[src/rtl/intc_front_pkg.sv]
package intc_front_pkg;
  localparam int unsigned VEC_TRAP  = 0;
  localparam int unsigned VEC_NMI   = 1;
  localparam int unsigned VEC_PIN   = 2;
  localparam int unsigned VEC_FLAG0 = 3;

  typedef struct packed {
    logic nmiLive;   // synchronized non-maskable pin is low
    logic pinLive;   // synchronized maskable pin is low
    logic edgeHit;   // qualified falling edge this cycle
  } ctlStrobes_t;
endpackage

[src/rtl/intc_front_ctl.sv]
module intc_front_ctl
  import intc_front_pkg::*;
#(
  parameter int unsigned HOLD_CYCLES = 2
) (
  input  logic        clk,
  input  logic        rstN,
  input  logic        nmiPinN,
  input  logic        irqPinN,
  output ctlStrobes_t strb
);
  localparam int unsigned CNT_W = (HOLD_CYCLES < 2) ? 1 : $clog2(HOLD_CYCLES);
  localparam logic [CNT_W-1:0] LAST_CNT = CNT_W'(HOLD_CYCLES - 1);

  logic [1:0]       nmiSync;
  logic [1:0]       irqSync;
  logic [CNT_W-1:0] lowCnt;
  logic             armed;
  logic             edgeHit;

  always_ff @(posedge clk or negedge rstN) begin
    if (!rstN) begin
      nmiSync <= 2'b11;
      irqSync <= 2'b11;
    end else begin
      nmiSync <= {nmiSync[0], nmiPinN};
      irqSync <= {irqSync[0], irqPinN};
    end
  end

  // A high sample arms the detector. A run of HOLD_CYCLES low samples fires it once.
  assign edgeHit = armed && !irqSync[1] && (lowCnt == LAST_CNT);

  always_ff @(posedge clk or negedge rstN) begin
    if (!rstN) begin
      armed  <= 1'b0;
      lowCnt <= '0;
    end else if (irqSync[1]) begin
      armed  <= 1'b1;
      lowCnt <= '0;
    end else if (armed) begin
      if (edgeHit) begin
        armed  <= 1'b0;
        lowCnt <= '0;
      end else begin
        lowCnt <= lowCnt + 1'b1;
      end
    end
  end

  assign strb.nmiLive = !nmiSync[1];
  assign strb.pinLive = !irqSync[1];
  assign strb.edgeHit = edgeHit;
endmodule

[src/rtl/intc_front_dp.sv]
module intc_front_dp
  import intc_front_pkg::*;
#(
  parameter int unsigned NUM_FLAGS = 8,
  parameter int unsigned VEC_W     = 4
) (
  input  logic                 clk,
  input  logic                 rstN,
  input  ctlStrobes_t          strb,
  input  logic                 irqEdgeMode,
  input  logic                 globalMask,
  input  logic [NUM_FLAGS-1:0] flagSet,
  input  logic [NUM_FLAGS-1:0] flagClr,
  input  logic                 ack,
  output logic                 pending,
  output logic [VEC_W-1:0]     vecIdx
);
  logic                 edgeLatch;
  logic [NUM_FLAGS-1:0] flagReg;
  logic [NUM_FLAGS-1:0] flagReq;
  logic                 pinReq;
  logic                 maskedPin;
  logic [VEC_W-1:0]     winVec;
  logic                 winPin;

  // A new edge takes precedence over the clear from servicing.
  always_ff @(posedge clk or negedge rstN) begin
    if (!rstN)                edgeLatch <= 1'b0;
    else if (!irqEdgeMode)    edgeLatch <= 1'b0;
    else if (strb.edgeHit)    edgeLatch <= 1'b1;
    else if (ack && winPin)   edgeLatch <= 1'b0;
  end

  always_ff @(posedge clk or negedge rstN) begin
    if (!rstN) flagReg <= '0;
    else       flagReg <= (flagReg & ~flagClr) | flagSet;
  end

  assign pinReq    = irqEdgeMode ? edgeLatch : strb.pinLive;
  assign maskedPin = pinReq && !globalMask;
  assign flagReq   = flagReg & {NUM_FLAGS{!globalMask}};

  always_comb begin
    winVec = VEC_W'(VEC_TRAP);
    winPin = 1'b0;
    for (int k = NUM_FLAGS - 1; k >= 0; k--) begin
      if (flagReq[k]) winVec = VEC_W'(VEC_FLAG0 + k);
    end
    if (maskedPin) begin
      winVec = VEC_W'(VEC_PIN);
      winPin = 1'b1;
    end
    if (strb.nmiLive) begin
      winVec = VEC_W'(VEC_NMI);
      winPin = 1'b0;
    end
  end

  assign pending = strb.nmiLive || maskedPin || (|flagReq);

  always_ff @(posedge clk or negedge rstN) begin
    if (!rstN)    vecIdx <= VEC_W'(VEC_TRAP);
    else if (ack) vecIdx <= winVec;
  end
endmodule

[src/rtl/intc_front.sv]
module intc_front
  import intc_front_pkg::*;
#(
  parameter int unsigned NUM_FLAGS   = 8,
  parameter int unsigned HOLD_CYCLES = 2,
  localparam int unsigned VEC_W      = $clog2(NUM_FLAGS + VEC_FLAG0)
) (
  input  logic                 clk,
  input  logic                 rstN,
  input  logic                 nmiPinN,
  input  logic                 irqPinN,
  input  logic                 irqEdgeMode,
  input  logic                 globalMask,
  input  logic [NUM_FLAGS-1:0] flagSet,
  input  logic [NUM_FLAGS-1:0] flagClr,
  input  logic                 ack,
  output logic                 pending,
  output logic [VEC_W-1:0]     vecIdx
);
  ctlStrobes_t strb;

  intc_front_ctl #(.HOLD_CYCLES(HOLD_CYCLES)) u_ctl (
    .clk     (clk),
    .rstN    (rstN),
    .nmiPinN (nmiPinN),
    .irqPinN (irqPinN),
    .strb    (strb)
  );

  intc_front_dp #(.NUM_FLAGS(NUM_FLAGS), .VEC_W(VEC_W)) u_dp (
    .clk         (clk),
    .rstN        (rstN),
    .strb        (strb),
    .irqEdgeMode (irqEdgeMode),
    .globalMask  (globalMask),
    .flagSet     (flagSet),
    .flagClr     (flagClr),
    .ack         (ack),
    .pending     (pending),
    .vecIdx      (vecIdx)
  );
endmodule

[config.mk]
export PLATFORM = sky130hd
export DESIGN_NAME = intc_front
export DESIGN_NICKNAME = d
export VERILOG_FILES = /design/src/rtl/intc_front_pkg.sv /design/src/rtl/intc_front_ctl.sv /design/src/rtl/intc_front_dp.sv /design/src/rtl/intc_front.sv
export SDC_FILE = /design/constraint.sdc
export NUM_CORES = 1
export LEC_CHECK = 0
export ABC_AREA = 1
export BUFFER_PORTS_ARGS = -buffer_cell sky130_fd_sc_hd__buf_2
export CORE_MARGIN = 3
export CORE_UTILIZATION = 25
export CTS_CLUSTER_DIAMETER = 150
export DETAILED_ROUTE_END_ITERATION = 12
export PLACE_DENSITY = 0.41
export SETUP_SLACK_MARGIN = 0.05
export SLEW_MARGIN = 5
export SYNTH_ARGS = -nofsm -noshare
export SYNTH_HDL_FRONTEND = slang
export SYNTH_HIERARCHICAL = 1
export SYNTH_SLANG_ARGS = --single-unit
[constraint.sdc]
create_clock -name clk -period 2 [get_ports clk]
set_input_delay 0.4 -clock clk [delete_from_list [all_inputs] [get_ports clk]]
set_output_delay 0.4 -clock clk [all_outputs]
set_load 0.005 [all_outputs]
# [After elaboration in Yosys (flattened, before gate mapping)]
# Index checks and enable logic that the tools add are counted.
# W data, S select, Z words.
[op_classes] add_sub_neg=1 n_eq_ne=1 mux=22 bitwise_logic=4 reduce_logical=11
[ops] op="$mux W4" n=10
[ops] op="$and A8 B8 Y8" n=2
[ops] op="$mux W1" n=12
[ops] op="$not A8 Y8" n=1
[ops] op="$or A8 B8 Y8" n=1
[ops] op="$reduce_or A8 Y1" n=1
[ops] op="$logic_and A1 B1 Y1" n=4
[ops] op="$logic_not A1 Y1" n=3
[ops] op="$ne A3 B1 Y1 const B" n=1
[ops] op="$logic_or A1 B1 Y1" n=2
[ops] op="$reduce_bool A2 Y1" n=1
[ops] op="$add A1 B1 Y1 const B" n=1
[totals] regBits=19 in_bits=23 out_inout_bits=5 elab_cells=46

# [Depth between registers and ports, before layout]
[depth] word_depth=12 mapped_depth=9 ltp_nobuf=9

# [Modules after synthesis]
# Netlist, hierarchy kept.
[modules_own_cells] module="intc_front_dp" instances=1 cells_per_inst=73 area_each_um2=629.4 seq_area_each_um2=325.3
[modules_own_cells] module="intc_front_ctl" instances=1 cells_per_inst=16 area_each_um2=197.7 seq_area_each_um2=155.1

# [Worst setup path before layout]
# No wires, ideal clock.
[synth_path] path_kind="register to output" startpoint="register u_ctl.irqSync[1]" endpoint="output pending" t_arrival_ps=878 required_time_ps=1600 setup_slack_ps=722 path_stages_with_launch=6 n_path_buf=0 path_cell_list="dfstp_2 > inv_2 > nor2_1 > nor2_1 > o21ai_2 > nand4_1"
[synth_lines] item="from (decl)" line="intc_front_ctl.sv:16" text="logic [1:0] irqSync;"
[synth_lines] item="from (signal assigned)" line="intc_front_ctl.sv:27" text="irqSync <= {irqSync[0], irqPinN};"
[synth_lines] item="to (decl)" line="intc_front.sv:17" text="output logic pending,"

==> impl_metrics.json <==
{
  "critPathCaptureType": "output pin",
  "rrSetupSlack_ps": 750,
  "insertion_delay_ps": 290,
  "path_class": "reg2out",
  "finalHoldViolations": 0,
  "numCtsBuffers": 3,
  "synth_fp_nets": 112,
  "drive_gt1_share_pct": 37.8,
  "max_stage_delay_ps": 550,
  "routed-via-count": 657,
  "route.top_layer_used": "met4",
  "port_buffers": 27,
  "irDropWorstVdd_mv": 0.297,
  "synth_cell_types": 17,
  "final-max-slew-violation-count": 0,
  "yosys_warnings": 6,
  "outcome": "finished, final reports clean",
  "cts-resized-gates": 0,
  "antenna_found_initial": 0,
  "syn-instance-count": 89,
  "die_w_um": 63.5,
  "io_pins": 28,
  "grt_pass1_vias": 687,
  "fin_crit_sh_pct": 90.7,
  "grt.total_usage_pct": 8.89,
  "post-route-util_pct": 33.4,
  "fmax_mhz": 551,
  "drt_iter0_drc": 26,
  "cts.sinks": 19,
  "hp-class": "in2async",
  "worst_slew_pin_slew_ps": 421,
  "h-tree-depth": 1,
  "start_util_pct": 26.7,
  "die_h_um": 63.5,
  "cts_setup_buffers": 0,
  "path_max_fanout": 4,
  "nFillCells": 351,
  "crit_slowest_cell": "dfstp_2",
  "rsz0062_at_grt": "no",
  "place_congestion": 0.702,
  "grt_pass1_wl_um": 2830,
  "nNetsFinal": 143,
  "drtAntennaViolNets": 0,
  "drt_wl_total_um": 1590,
  "yosysSeqAreaShare_pct": 58.1,
  "hold_buffers": 0,
  "core_area_um2": 3100,
  "syn_to_final_growth_pct": 25.4,
  "viasPerCell": 4.03,
  "drc": 0,
  "drt-met1-wl_um": 770,
  "wl_per_cell_um": 9.74,
  "clk_pin_slew_worst_paths_ps": 110,
  "root_buffer": "clkbuf_4",
  "fp-row-count": 20,
  "cp_cell_sequence": "inv_2 -> nor2_1 -> nor2_1 -> o21ai_2 -> nand4_1 -> buf_2",
  "dr.pass1.iters": 2,
  "wl_met2_um": 683,
  "power.density_nw_per_um2": 704,
  "grt-ovfl-total": 0,
  "startpoint_type": "flip-flop",
  "setup_tns_ps": 0,
  "drv_cap": 0,
  "wl_met3_um": 103,
  "die_area_um2": 4030,
  "grt_max_degree": 20,
  "slew-limit-headroom_pct": 72.0,
  "arrival_ps": 1410,
  "critPathMostFrequentCell": "nor2_1",
  "hpwl_um": 1260,
  "leakage_nw": 0.562,
  "skew_ps": 0.772,
  "post-route-min-period_ps": 1810,
  "required_ps": 1600,
  "cts_tree": "built",
  "diodes": 0,
  "synth-seq-cells": 19,
  "syn_area_per_cell_um2": 9.29,
  "finalSetupViolCount": 0,
  "cts_max_path_buffers": 2,
  "syn_area_um2": 827
}
synth_stat cells:
library cell,instances,area [um^2]
nand2_1,18,67.6
dfrtp_1,15,375
inv_1,13,48.8
nor2_1,9,33.8
o21bai_1,8,60.1
nand3_1,5,25.0
dfstp_2,4,105
nand2_2,3,18.8
a21oi_1,2,10.0
a21oi_2,2,17.5
inv_2,2,7.51
o21ai_1,2,10.0
o21ai_2,2,17.5
a31oi_1,1,6.26
buf_4,1,7.51
nand3_2,1,10.0
nand4_1,1,6.26
cell usage in the layout, fill, tap and decap left out, types with 2 or more instances in the layout:
cell type | netlist | final
o21bai_1 | 8 | 8
inv_1 | 13 | 13
dfrtp_1 | 15 | 15
a21oi_2 | 2 | 2
clkbuf_4 | 0 | 3
nand2_1 | 18 | 18
nand2_2 | 3 | 3
dfstp_2 | 4 | 4
o21ai_2 | 2 | 2
inv_2 | 2 | 2
a21oi_1 | 2 | 2
buf_2 | 0 | 27
nor2_1 | 9 | 9
o21ai_1 | 2 | 2
nand3_1 | 5 | 5
final timing paths:
| path | start | end | depth (start not counted) |
|---|---|---|---|
| worst max register to register | u_ctl/nmiSync[1] | u_dp/vecIdx[3] | 4 |
| worst min register to register | u_ctl/nmiSync[0] | u_ctl/nmiSync[1] | 0 |
| max in group asynchronous | rstN | u_ctl/nmiSync[0] | 1 |
| worst max-delay path | u_ctl/irqSync[1] | pending | 6 |
| min in group clk | irqPinN | u_ctl/irqSync[0] | 1 |
| worst min-delay path | rstN | u_ctl/armed | 1 |
registers in the layout, indices dropped and copies added, names as in the netlist:
signal and flops:
u_dp/flagReg 8, u_dp/vecIdx 4, u_ctl/irqSync 2, u_ctl/nmiSync 2, u_ctl/armed 1, u_ctl/lowCnt 1
u_dp/edgeLatch 1
layout make-up:
cell class,instances,area [um^2],share of cell area [%]
clock buffer,3,22.5,2.17
clock inverter,1,5.00,0.483
sequential,19,480,46.3
tap,44,55.1,5.31
inverter,15,56.3,5.43
multi-input combinational,54,283,27.3
timing repair buffer,27,135,13.0
critical path: cells and delay by family, from the launching register on:
kind,cells,cell delay [ps]
AO/OA/AOI/OAI,1,90
buffers and inverters,2,180
flip-flops,1,550
AND/OR/NAND/NOR,3,300
routing by layer:
metal / GRT usage, % / vias up
li1: - / 342
met1: 10.9 / 294
met2: 13.8 / 19
met3: 3.21 / 2
met4: 4.04 / 0
met5: 0 / -
cells by family after synthesis:
kind of cell | synth area share, %
buffers and inverters | 7.72
AOI/OAI and AO/OA | 14.7
and+or+nand+nor | 19.5
DFF | 58.1
stage by stage:
step	std cells	hold slack, ps	total power, mW	area, um^2	setup slack, ps
finish	163	23.3	0.730	1040	186
global route	163	36.7	0.783	1040	112
CTS	163	25.2	0.750	1040	153
detailed placement	159	347	0.547	1010	433
global placement	159	347	0.545	1010	447
floorplan	89	104	0.499	827	722
report_power, final:
group / leakage [nW] / switching [mW] / internal [mW]
clock network: 0.0177 / 0.117 / 0.0744
registers: 0.214 / 0.0165 / 0.415
logic: 0.330 / 0.0590 / 0.0473
Note: power is estimated with default switching activity, not from simulation.
